===== config.mk =====
export PLATFORM = sky130hd
export DESIGN_NAME = phy_mgmt_regs
export DESIGN_NICKNAME = d
export VERILOG_FILES = /design/src/rtl/phy_mgmt_regs.sv
export SDC_FILE = /design/constraint.sdc
export NUM_CORES = 1
export LEC_CHECK = 0
export BUFFER_PORTS_ARGS = -buffer_cell sky130_fd_sc_hd__buf_2
export CELL_PAD_IN_SITES_DETAIL_PLACEMENT = 1
export CELL_PAD_IN_SITES_GLOBAL_PLACEMENT = 1
export CORE_AREA = 5 5 125 98
export DETAILED_ROUTE_END_ITERATION = 6
export DIE_AREA = 0 0 130 103
export PLACE_DENSITY_LB_ADDON = 0.1
export SLEW_MARGIN = 20
export SYNTH_ARGS = -nofsm -noshare
export SYNTH_HDL_FRONTEND = slang
export SYNTH_SLANG_ARGS = --single-unit

===== constraint.sdc =====
create_clock -name clk -period 2.9 [get_ports clk]
set_input_delay 0.435 -clock clk [delete_from_list [all_inputs] [get_ports clk]]
set_output_delay 0.435 -clock clk [all_outputs]
set_load 0.02 [all_outputs]

===== src/rtl/phy_mgmt_regs.sv =====
module phy_mgmt_regs #(
  parameter int          DW         = 32,
  parameter int          AW         = 4,
  parameter logic [15:0] ID_HI      = 16'h0044,
  parameter logic [15:0] ID_LO      = 16'h1400,
  parameter logic [15:0] CTL_DEF    = 16'h3100,
  parameter logic [15:0] STAT_FIXED = 16'hFE28,
  parameter logic [15:0] PARTNER    = 16'h0DE0
) (
  input  logic          clk,
  input  logic          rst_n,
  input  logic          soft_rst,
  input  logic          wr_en,
  input  logic          wr_sel,
  input  logic [DW-1:0] wr_data,
  input  logic          rd_sel,
  output logic [DW-1:0] rd_data,
  input  logic          link_up,
  input  logic [AW-1:0] phy_addr
);
  localparam logic [15:0] CTL_CLR = 16'h8200;

  logic [DW-1:0] cmd_q, data_q;
  logic [15:0]   ctl_q, adv_q, rd_val;
  logic          link_q;

  wire          cmd_wr  = wr_en & ~wr_sel;
  wire          dat_wr  = wr_en &  wr_sel;
  wire [AW-1:0] c_addr  = wr_data[12 +: AW];
  wire [3:0]    c_reg   = wr_data[7:4];
  wire          c_write = wr_data[1];
  wire          hit     = cmd_wr && (c_addr == phy_addr);

  assign rd_data = rd_sel ? data_q : cmd_q;

  always_comb begin
    case (c_reg)
      4'd0:    rd_val = ctl_q;
      4'd1:    rd_val = STAT_FIXED | {13'd0, link_q, 2'b00};
      4'd2:    rd_val = ID_HI;
      4'd3:    rd_val = ID_LO;
      4'd4:    rd_val = adv_q;
      4'd5:    rd_val = PARTNER;
      default: rd_val = 16'h0000;
    endcase
  end

  always_ff @(posedge clk or negedge rst_n) begin
    if (!rst_n) link_q <= 1'b0;
    else        link_q <= link_up;
  end

  always_ff @(posedge clk or negedge rst_n) begin
    if (!rst_n) begin
      cmd_q  <= '0;
      data_q <= '0;
      ctl_q  <= CTL_DEF;
      adv_q  <= '0;
    end else if (soft_rst) begin
      cmd_q  <= '0;
      data_q <= '0;
      ctl_q  <= CTL_DEF;
      adv_q  <= '0;
    end else begin
      if (dat_wr) data_q <= wr_data;
      if (cmd_wr) cmd_q  <= {wr_data[DW-1:1], 1'b0};
      if (hit && !c_write) data_q <= {{(DW-16){1'b0}}, rd_val};
      if (hit && c_write) begin
        case (c_reg)
          4'd0: begin
            if (data_q[15]) begin
              ctl_q <= CTL_DEF;
              adv_q <= '0;
            end else begin
              ctl_q <= data_q[15:0] & ~CTL_CLR;
            end
          end
          4'd4:    adv_q <= data_q[15:0];
          default: ;
        endcase
      end
    end
  end

  // the self-clearing control bits never hold a one
  a_r4_ctl_masked: assert property (@(posedge clk) disable iff (!rst_n)
    (ctl_q[15] == 1'b0) && (ctl_q[9] == 1'b0));

  // a foreign address leaves everything alone
  a_r3_foreign_addr: assert property (@(posedge clk) disable iff (!rst_n)
    (cmd_wr && !soft_rst && (c_addr != phy_addr)) |=>
      ($stable(ctl_q) && $stable(adv_q) && $stable(data_q)));

  // write commands to read-only registers do not touch writable state
  a_r7_ro_write: assert property (@(posedge clk) disable iff (!rst_n)
    (hit && c_write && !soft_rst && (c_reg != 4'd0) && (c_reg != 4'd4)) |=>
      ($stable(ctl_q) && $stable(adv_q)));

  // unsupported register numbers read as zero
  a_r8_unsup_zero: assert property (@(posedge clk) disable iff (!rst_n)
    (hit && !c_write && !soft_rst && (c_reg > 4'd5)) |=> (data_q == '0));

  // status word has its fixed bits regardless of link
  a_r6_status_fixed: assert property (@(posedge clk) disable iff (!rst_n)
    (hit && !c_write && !soft_rst && (c_reg == 4'd1)) |=>
      ((data_q & ~32'h4) == 32'h0000FE28));

  // soft reset clears the host words and reloads control
  a_r11_soft_reset: assert property (@(posedge clk) disable iff (!rst_n)
    soft_rst |=> ((cmd_q == '0) && (data_q == '0) && (ctl_q == CTL_DEF) && (adv_q == '0)));

  // busy bit of the stored command is never set
  a_r1_busy_zero: assert property (@(posedge clk) disable iff (!rst_n)
    cmd_wr |=> (rd_sel || rd_data[0] == 1'b0) && (cmd_q[0] == 1'b0));
endmodule


==> results_dict.tcl, run 1 <==
set metrics [dict create \
    syn_to_final_growth_pct 15.26 \
    cap_violations 0 \
    final_max_slew_viol_count 0 \
    yosys_warnings 0 \
    status "finished with violations" \
    fin_nets 630 \
    synth-seq-cells 94 \
    synth-edff-count 0 \
    synth_fp_nets 575 \
    fin_crit_sh_pct 72.07 \
    final_common_cell "nand2_1" \
    ant_nets 0 \
    dpl.hpwl_um 9999 \
    slowest_delay_ns 0.62 \
    wire_per_inst_um 20.75 \
    overflow 0 \
    cpMaxStageDelayCell "buf_2" \
    hold_ws_ns -0.002674 \
    drc 0 \
    worstPathArrival_ns 1.66 \
    critical_path_peak_fanout 32 \
    gp_congestion 0.8104 \
    synth.avg_cell_area_um2 9.356 \
    cpMostUsedCell "buf_2" \
    hp-class "input pin to async pin" \
    ir_drop_mv 0.2998 \
    cts_buffers 9 \
    synthTopCellsByArea "dfrtp_1 46%, mux2_2 12%, nand2_1 8.8%" \
    worstPathCellList "buf_2 > mux2_2 > buf_2" \
    required_ns 2.47 \
    grt_pass1_wl_um 24370 \
    first_pass_iters 4 \
    hold_viol 2 \
    yosysSeqAreaShare_pct 47.34 \
    setup_viol 0 \
    clock_latency_ns 0.34 \
    routed_wl_um 15270 \
    leakage_nw 2.527 \
    max_freq_ghz 0.4784 \
    portBuffers 74 \
    track_usage_pct 23.37 \
    die_h_um 103 \
    synth_area_um2 4977 \
    cts.sinks 94 \
    ioPinCount 75 \
    yosys.cell_types.count 47 \
    min_period_ns 2.090 \
    die_x_um 130 \
    skew_ns 0.009879 \
    clock_path_buffers 2 \
    tns_ns 0 \
    cp-start-kind "input pin" \
    yosysTopAreaCellShare_pct 45.75 \
    grt_pass1_vias 4613 \
    rows 34 \
    final_util_pct 51.87 \
    rsz0062_at_grt "no" \
    dieArea_um2 13390 \
    synthArstFlopShare_pct 100.0 \
    hold_buffers 0 \
    antenna_found_initial 1 \
    root_buffer "clkbuf_16" \
    grt_start_max_net_pins 70 \
    clk_pin_slew_ns 0.07 \
    avgViaCountPerCell 5.863 \
    core_um2 11060 \
    crit_type "input pin to output pin" \
    postSynthCellCount 532 \
    setup.worst_path.end_class "output pin" \
    cts_resized 0 \
    first_iter_violations 224 \
    cts_tree "built" \
    fillerInstances 1292 \
    synth.largest_area_cell "dfrtp_1" \
    slew_headroom_pct 38.65 \
    post_cts_buffers 0 \
    cts-htree-levels 3 \
    vias 4315 \
    start_util_pct 45.00 \
    worst_pin_slew_ns 0.9180 \
    final_cell_mix "117 x nand2_1, 91 x dfrtp_1, 84 x a21oi_1" \
    ys_dominant_reg_cell "dfrtp_1" \
    drive_above_1_share_pct 28.55 \
    violations "hold timing" \
    power_density_nw_per_um2 503.9 \
    antenna_cells 0 \
]
==> per-layer routing <==
metal / routed length [um] / global-route usage [%] / up-vias
met2: 7429 / 39.52 / 109
met1: 6885 / 31.03 / 2201
met4: 178 / 6.070 / 2
met5: 7 / 0 / -
met3: 770 / 4.557 / 20
li1: - / - / 1983
==> kinds of logic (layout without fill, tap and decap cells) <==
kind of cell,count (synthesis),in the layout,synth area share [%]
XOR/XNOR,4,4,0.8549
flip-flops,94,94,47.34
buffers and inverters,54,114,4.751
AND/OR/NAND/NOR,176,176,17.52
AO/OA/AOI/OAI,144,144,16.19
multiplexers,60,60,13.35
==> per-stage QoR <==
step	setup slack (ns)	cell area [um^2]	hold slack (ns)	std cells	total power [mW]
floorplan	1.086	4977	0.1394	532	1.633
global placement	0.7939	5466	0.3755	720	1.800
detailed placement	0.7782	5466	0.3725	720	1.808
CTS	0.7958	5737	0.002254	736	2.919
global route	0.7635	5737	0.01698	736	3.015
finish	0.8099	5737	-0.002674	736	2.891
==> Yosys cell counts (2+ instances only) <==
| cell | instances |
|---|---|
| a211oi_1 | 3 |
| a21oi_1 | 84 |
| a311oi_1 | 2 |
| a31oi_1 | 5 |
| and2_1 | 3 |
| buf_1 | 8 |
| buf_2 | 11 |
| buf_4 | 3 |
| clkbuf_1 | 24 |
| dfrtp_1 | 91 |
| dfstp_2 | 3 |
| inv_1 | 6 |
| mux2_2 | 51 |
| mux2i_1 | 9 |
| nand2_1 | 117 |
| nand2b_1 | 3 |
| nand4_1 | 17 |
| nand4b_1 | 11 |
| nor2_1 | 3 |
| nor2b_1 | 6 |
| nor3_1 | 2 |
| nor3_4 | 2 |
| nor3b_1 | 2 |
| nor4_1 | 3 |
| o21ai_0 | 36 |
| o221ai_1 | 2 |
| o311ai_0 | 3 |
| xnor2_1 | 3 |
==> cell type report <==
cell class / count / area (um^2) / share of cell area, %
Clock inverter: 3 / 20.02 / 0.3490
Inverter: 6 / 22.52 / 0.3926
Tap cell: 144 / 180.2 / 3.141
Timing Repair Buffer: 92 / 520.5 / 9.073
Clock buffer: 13 / 250.2 / 4.362
Multi-Input combinational cell: 384 / 2387 / 41.61
Sequential cell: 94 / 2356 / 41.07
==> state kept, by name (all words and copies together), names as in the netlist <==
name / cells
cmd_q: 31
data_q: 32
ctl_q: 14
link_q: 1
adv_q: 16
==> worst max-delay path: cells and delay by family <==
| kind | cells | cell delay (ns) |
|---|---|---|
| buf+inv | 2 | 0.78 |
| mux | 1 | 0.43 |
==> final timing paths <==
path	start	endpoint	slack (ns)	depth (start not counted)
min in group clk	link_up	link_q$_DFF_PN0_	0.20	1
max in group asynchronous	rst_n	ctl_q[13]$_DFFE_PN1P_	2.17	2
min	rst_n	data_q[7]$_DFFE_PN0P_	-0.003	1
min reg2reg	cmd_q[24]$_DFFE_PN0P_	cmd_q[24]$_DFFE_PN0P_	0.52	2
max	rd_sel	rd_data[2]	0.81	3
max reg2reg	data_q[15]$_DFFE_PN0P_	adv_q[0]$_DFFE_PN0P_	1.34	4
==> where the power goes <==
part	internal [mW]	leakage (nW)	switching [mW]	total (mW)
Clock	0.605	0.126	0.502	1.11
Sequential	1.35	1.28	0.0290	1.38
Combinational	0.139	1.12	0.264	0.403
Total	2.10	2.53	0.795	2.89
(Power assumes the default switching activity.)
==> run 2: changes to the inputs <==
--- a/config.mk
+++ b/config.mk
@@ -5,12 +5,13 @@
 export SDC_FILE = /design/constraint.sdc
 export NUM_CORES = 1
 export LEC_CHECK = 0
+export ABC_AREA = 1
 export BUFFER_PORTS_ARGS = -buffer_cell sky130_fd_sc_hd__buf_2
 export CELL_PAD_IN_SITES_DETAIL_PLACEMENT = 1
 export CELL_PAD_IN_SITES_GLOBAL_PLACEMENT = 1
-export CORE_AREA = 5 5 125 98
+export CORE_AREA = 5 5 142 110
 export DETAILED_ROUTE_END_ITERATION = 6
-export DIE_AREA = 0 0 130 103
+export DIE_AREA = 0 0 147 115
 export PLACE_DENSITY_LB_ADDON = 0.1
 export SLEW_MARGIN = 20
 export SYNTH_ARGS = -nofsm -noshare
==> constraint.sdc (replaced) <==
create_clock -name clk -period 1.82 [get_ports clk]
set_input_delay 0.273 -clock clk [delete_from_list [all_inputs] [get_ports clk]]
set_output_delay 0.273 -clock clk [all_outputs]
set_load 0.02 [all_outputs]
==> run 2 against run 1 <==
Net effect: the flow now finishes without violations; power up 67%; synthesized cell count is 39% higher; cell count grew 36%; first-iteration DRC count decreased by 9.4%; critical path depth is the same; utilization fell by 8.8 points; combinational power grew 95%; routed wire length rose by 10%; largest power group unchanged; highest routed layer is now met4.
==> results_dict.tcl, run 2 <==
set metrics [dict create \
    synthArstFlopShare_pct 100.0 \
    power_density_nw_per_um2 793.8 \
    routed_wl_um 16840 \
    avgViaCountPerCell 4.956 \
    critical_path_peak_fanout 2 \
    cts_buffers 9 \
    fin_crit_sh_pct 81.17 \
    combinationalPowerShare_pct 16.3 \
    slew_headroom_pct 64.32 \
    synth.largest_area_cell "dfrtp_1" \
    min_to "link_q$_DFF_PN0_" \
    drive_above_1_share_pct 16.67 \
    yosys.cell_types.count 24 \
    clk_pin_slew_ns 0.07 \
    yosysSeqAreaShare_pct 45.90 \
    final_common_cell "nand2_1" \
    fillerInstances 1817 \
    busiest_layer "met2" \
    hold_ws_ns 0.02803 \
    rsz0062_at_grt "no" \
    die_h_um 115 \
    hp-class "input pin to flop" \
    ant_nets 0 \
    reg2reg_depth 6 \
    grt_start_max_net_pins 64 \
    synth.avg_cell_area_um2 6.926 \
    setup.worst_path.end_class "output pin" \
    first_pass_iters 4 \
    synth_area_um2 5132 \
    rows 38 \
    pwr-share-clk_pct 36.5 \
    largest_register_ff_count 32 \
    gr-usage-met1_pct 27.98 \
    cts_tree "built" \
    wire_per_inst_um 16.80 \
    yosys-top-cells-count "288 x nand2_1, 97 x inv_1, 91 x dfrtp_1, 91 x nand3_1, 53 x o21ai_0" \
    hold_path.startpoint "link_up" \
    yosys_warnings 0 \
    gp_congestion 0.8318 \
    core_um2 14120 \
    portBuffers 74 \
    synthTopCellsByArea "dfrtp_1 44%, nand2_1 21%, nand3_1 8.9%" \
    r2r_start "data_q[15]$_DFFE_PN0P_" \
    cts_resized 0 \
    required_ns 1.55 \
    fin_nets 862 \
    final_cell_mix "288 x nand2_1, 97 x inv_1, 91 x nand3_1, 91 x dfrtp_1, 73 x buf_2" \
    worstPathArrival_ns 1.20 \
    die_x_um 147 \
    dpl.hpwl_um 11910 \
    dieArea_um2 16910 \
    preCtsSetupSlack_ns 0.07316 \
    whs_path_depth 1 \
    use_met2_pct 35.72 \
    min_period_ns 1.477 \
    syn_to_final_growth_pct 18.45 \
    postSynthCellCount 741 \
    p_int_mw 3.409 \
    p_sw_share_pct 29.36 \
    ioPinCount 75 \
    crit_start "cmd_q[2]$_DFFE_PN0P_" \
    grt_pass1_vias 5407 \
    start_util_pct 36.35 \
    switching_power_mw 1.417 \
    seqPwrFrac_pct 47.2 \
    crit_type "flop to output pin" \
    yosysTopAreaCellShare_pct 44.37 \
    synth-seq-cells 94 \
    skew_ns 0.006185 \
    antenna_found_initial 0 \
    synth_fp_nets 784 \
    ir_drop_mv 0.4660 \
    clock_latency_ns 0.35 \
    synth-edff-count 0 \
    grt_use_met3_pct 4.413 \
    reg2reg_slack_ns 0.40 \
    track_usage_pct 20.93 \
    clock_path_buffers 2 \
    max_freq_ghz 0.6769 \
    cp-start-kind "flop" \
    overflow 0 \
    reg_top3 "data_q x32, cmd_q x31, adv_q x16" \
    ys_dominant_reg_cell "dfrtp_1" \
    grt_pass1_wl_um 28100 \
    setup_viol 0 \
    top_register "data_q" \
    post_cts_buffers 0 \
    worst_pin_slew_ns 0.5339 \
    final_max_slew_viol_count 0 \
    hold_viol 0 \
    drc 0 \
    first_iter_violations 203 \
    cts-htree-levels 3 \
    root_buffer "clkbuf_16" \
    cap_violations 0 \
    regToRegEndpoint "adv_q[6]$_DFFE_PN0P_" \
    cts.sinks 94 \
    layout_setup_ws_ns 0.3427 \
    vias 4966 \
    tns_ns 0 \
    synth_most_common_cell "nand2_1" \
    status "finished clean" \
    leakage_nw 3.421 \
    antenna_cells 0 \
]
run 2: cell count changes in the layout (fill, tap and decap cells not counted), sizes merged, moves of 17 or more:
cell,change
o21ai,+17
nor2,+51
nand3,+91
mux2,-51
nand2,+175
a21oi,-83
inv,+96
run 2: stage by stage:
step	instances	power, mW	util, %	area (um^2)
2_1_floorplan	741	2.746	-	5132
3_3_place_gp	987	3.085	41.16	5812
3_5_place_dp	987	3.110	41.16	5812
4_1_cts	1002	4.904	43.05	6080
5_1_grt	1002	5.071	43.05	6080
6_report	1002	4.826	43.05	6080
run 2: routing by layer:
layer / vias to the layer above / part of all wire (%)
li1: 2424 / -
met3: 13 / 3.8
met4: 0 / 0.99
met1: 2441 / 48
met2: 88 / 47
met5: - / 0
run 2: logic make-up (layout without fill, tap and decap cells):
logic type	after synthesis	after routing	synth area share (%)
compound gates	65	65	7.070
buf+inv	141	222	11.31
flops	94	94	45.90
simple gates	441	441	35.71
run 2: repair_timing:
action	in CTS	in global routing
endpoints found under the setup margin	0	0
hold buffers	1	0
hold endpoints to repair	28	0
run 2: area by class of cell:
class	count	area, um^2	area share [%]
clock buffers	13	250.2	4.116
multi-input cells	506	2196	36.12
inverters	103	386.6	6.359
well taps	180	225.2	3.704
flip-flops and latches	94	2356	38.75
repair buffers	105	658.1	10.83
clock inverters	1	7.507	0.1235
run 2: how the worst max path moves through the flow:
stage | end | slack (ns)
after floorplan | rd_data[23] | 0.43
after CTS | rd_data[2] | 0.32
after detailed placement | adv_q[6]$_DFFE_PN0P_ | 0.07
after global placement | adv_q[2]$_DFFE_PN0P_ | 0.10
after global routing | rd_data[2] | 0.27
final | rd_data[2] | 0.34
run 2: power groups by stage:
stage | Sequential (mW) | Clock [mW] | Combinational (mW)
global placement | 2.31 | 0 | 0.777
finish | 2.28 | 1.76 | 0.787
CTS | 2.28 | 1.83 | 0.801
floorplan | 2.29 | 0 | 0.454
global route | 2.29 | 1.90 | 0.885
detailed placement | 2.31 | 0 | 0.795
run 2: worst max-delay path, stage by stage (launching register included):
cell	delay, ns
dfrtp_1	0.33
inv_1	0.05
o21ai_0	0.25
buf_2	0.23
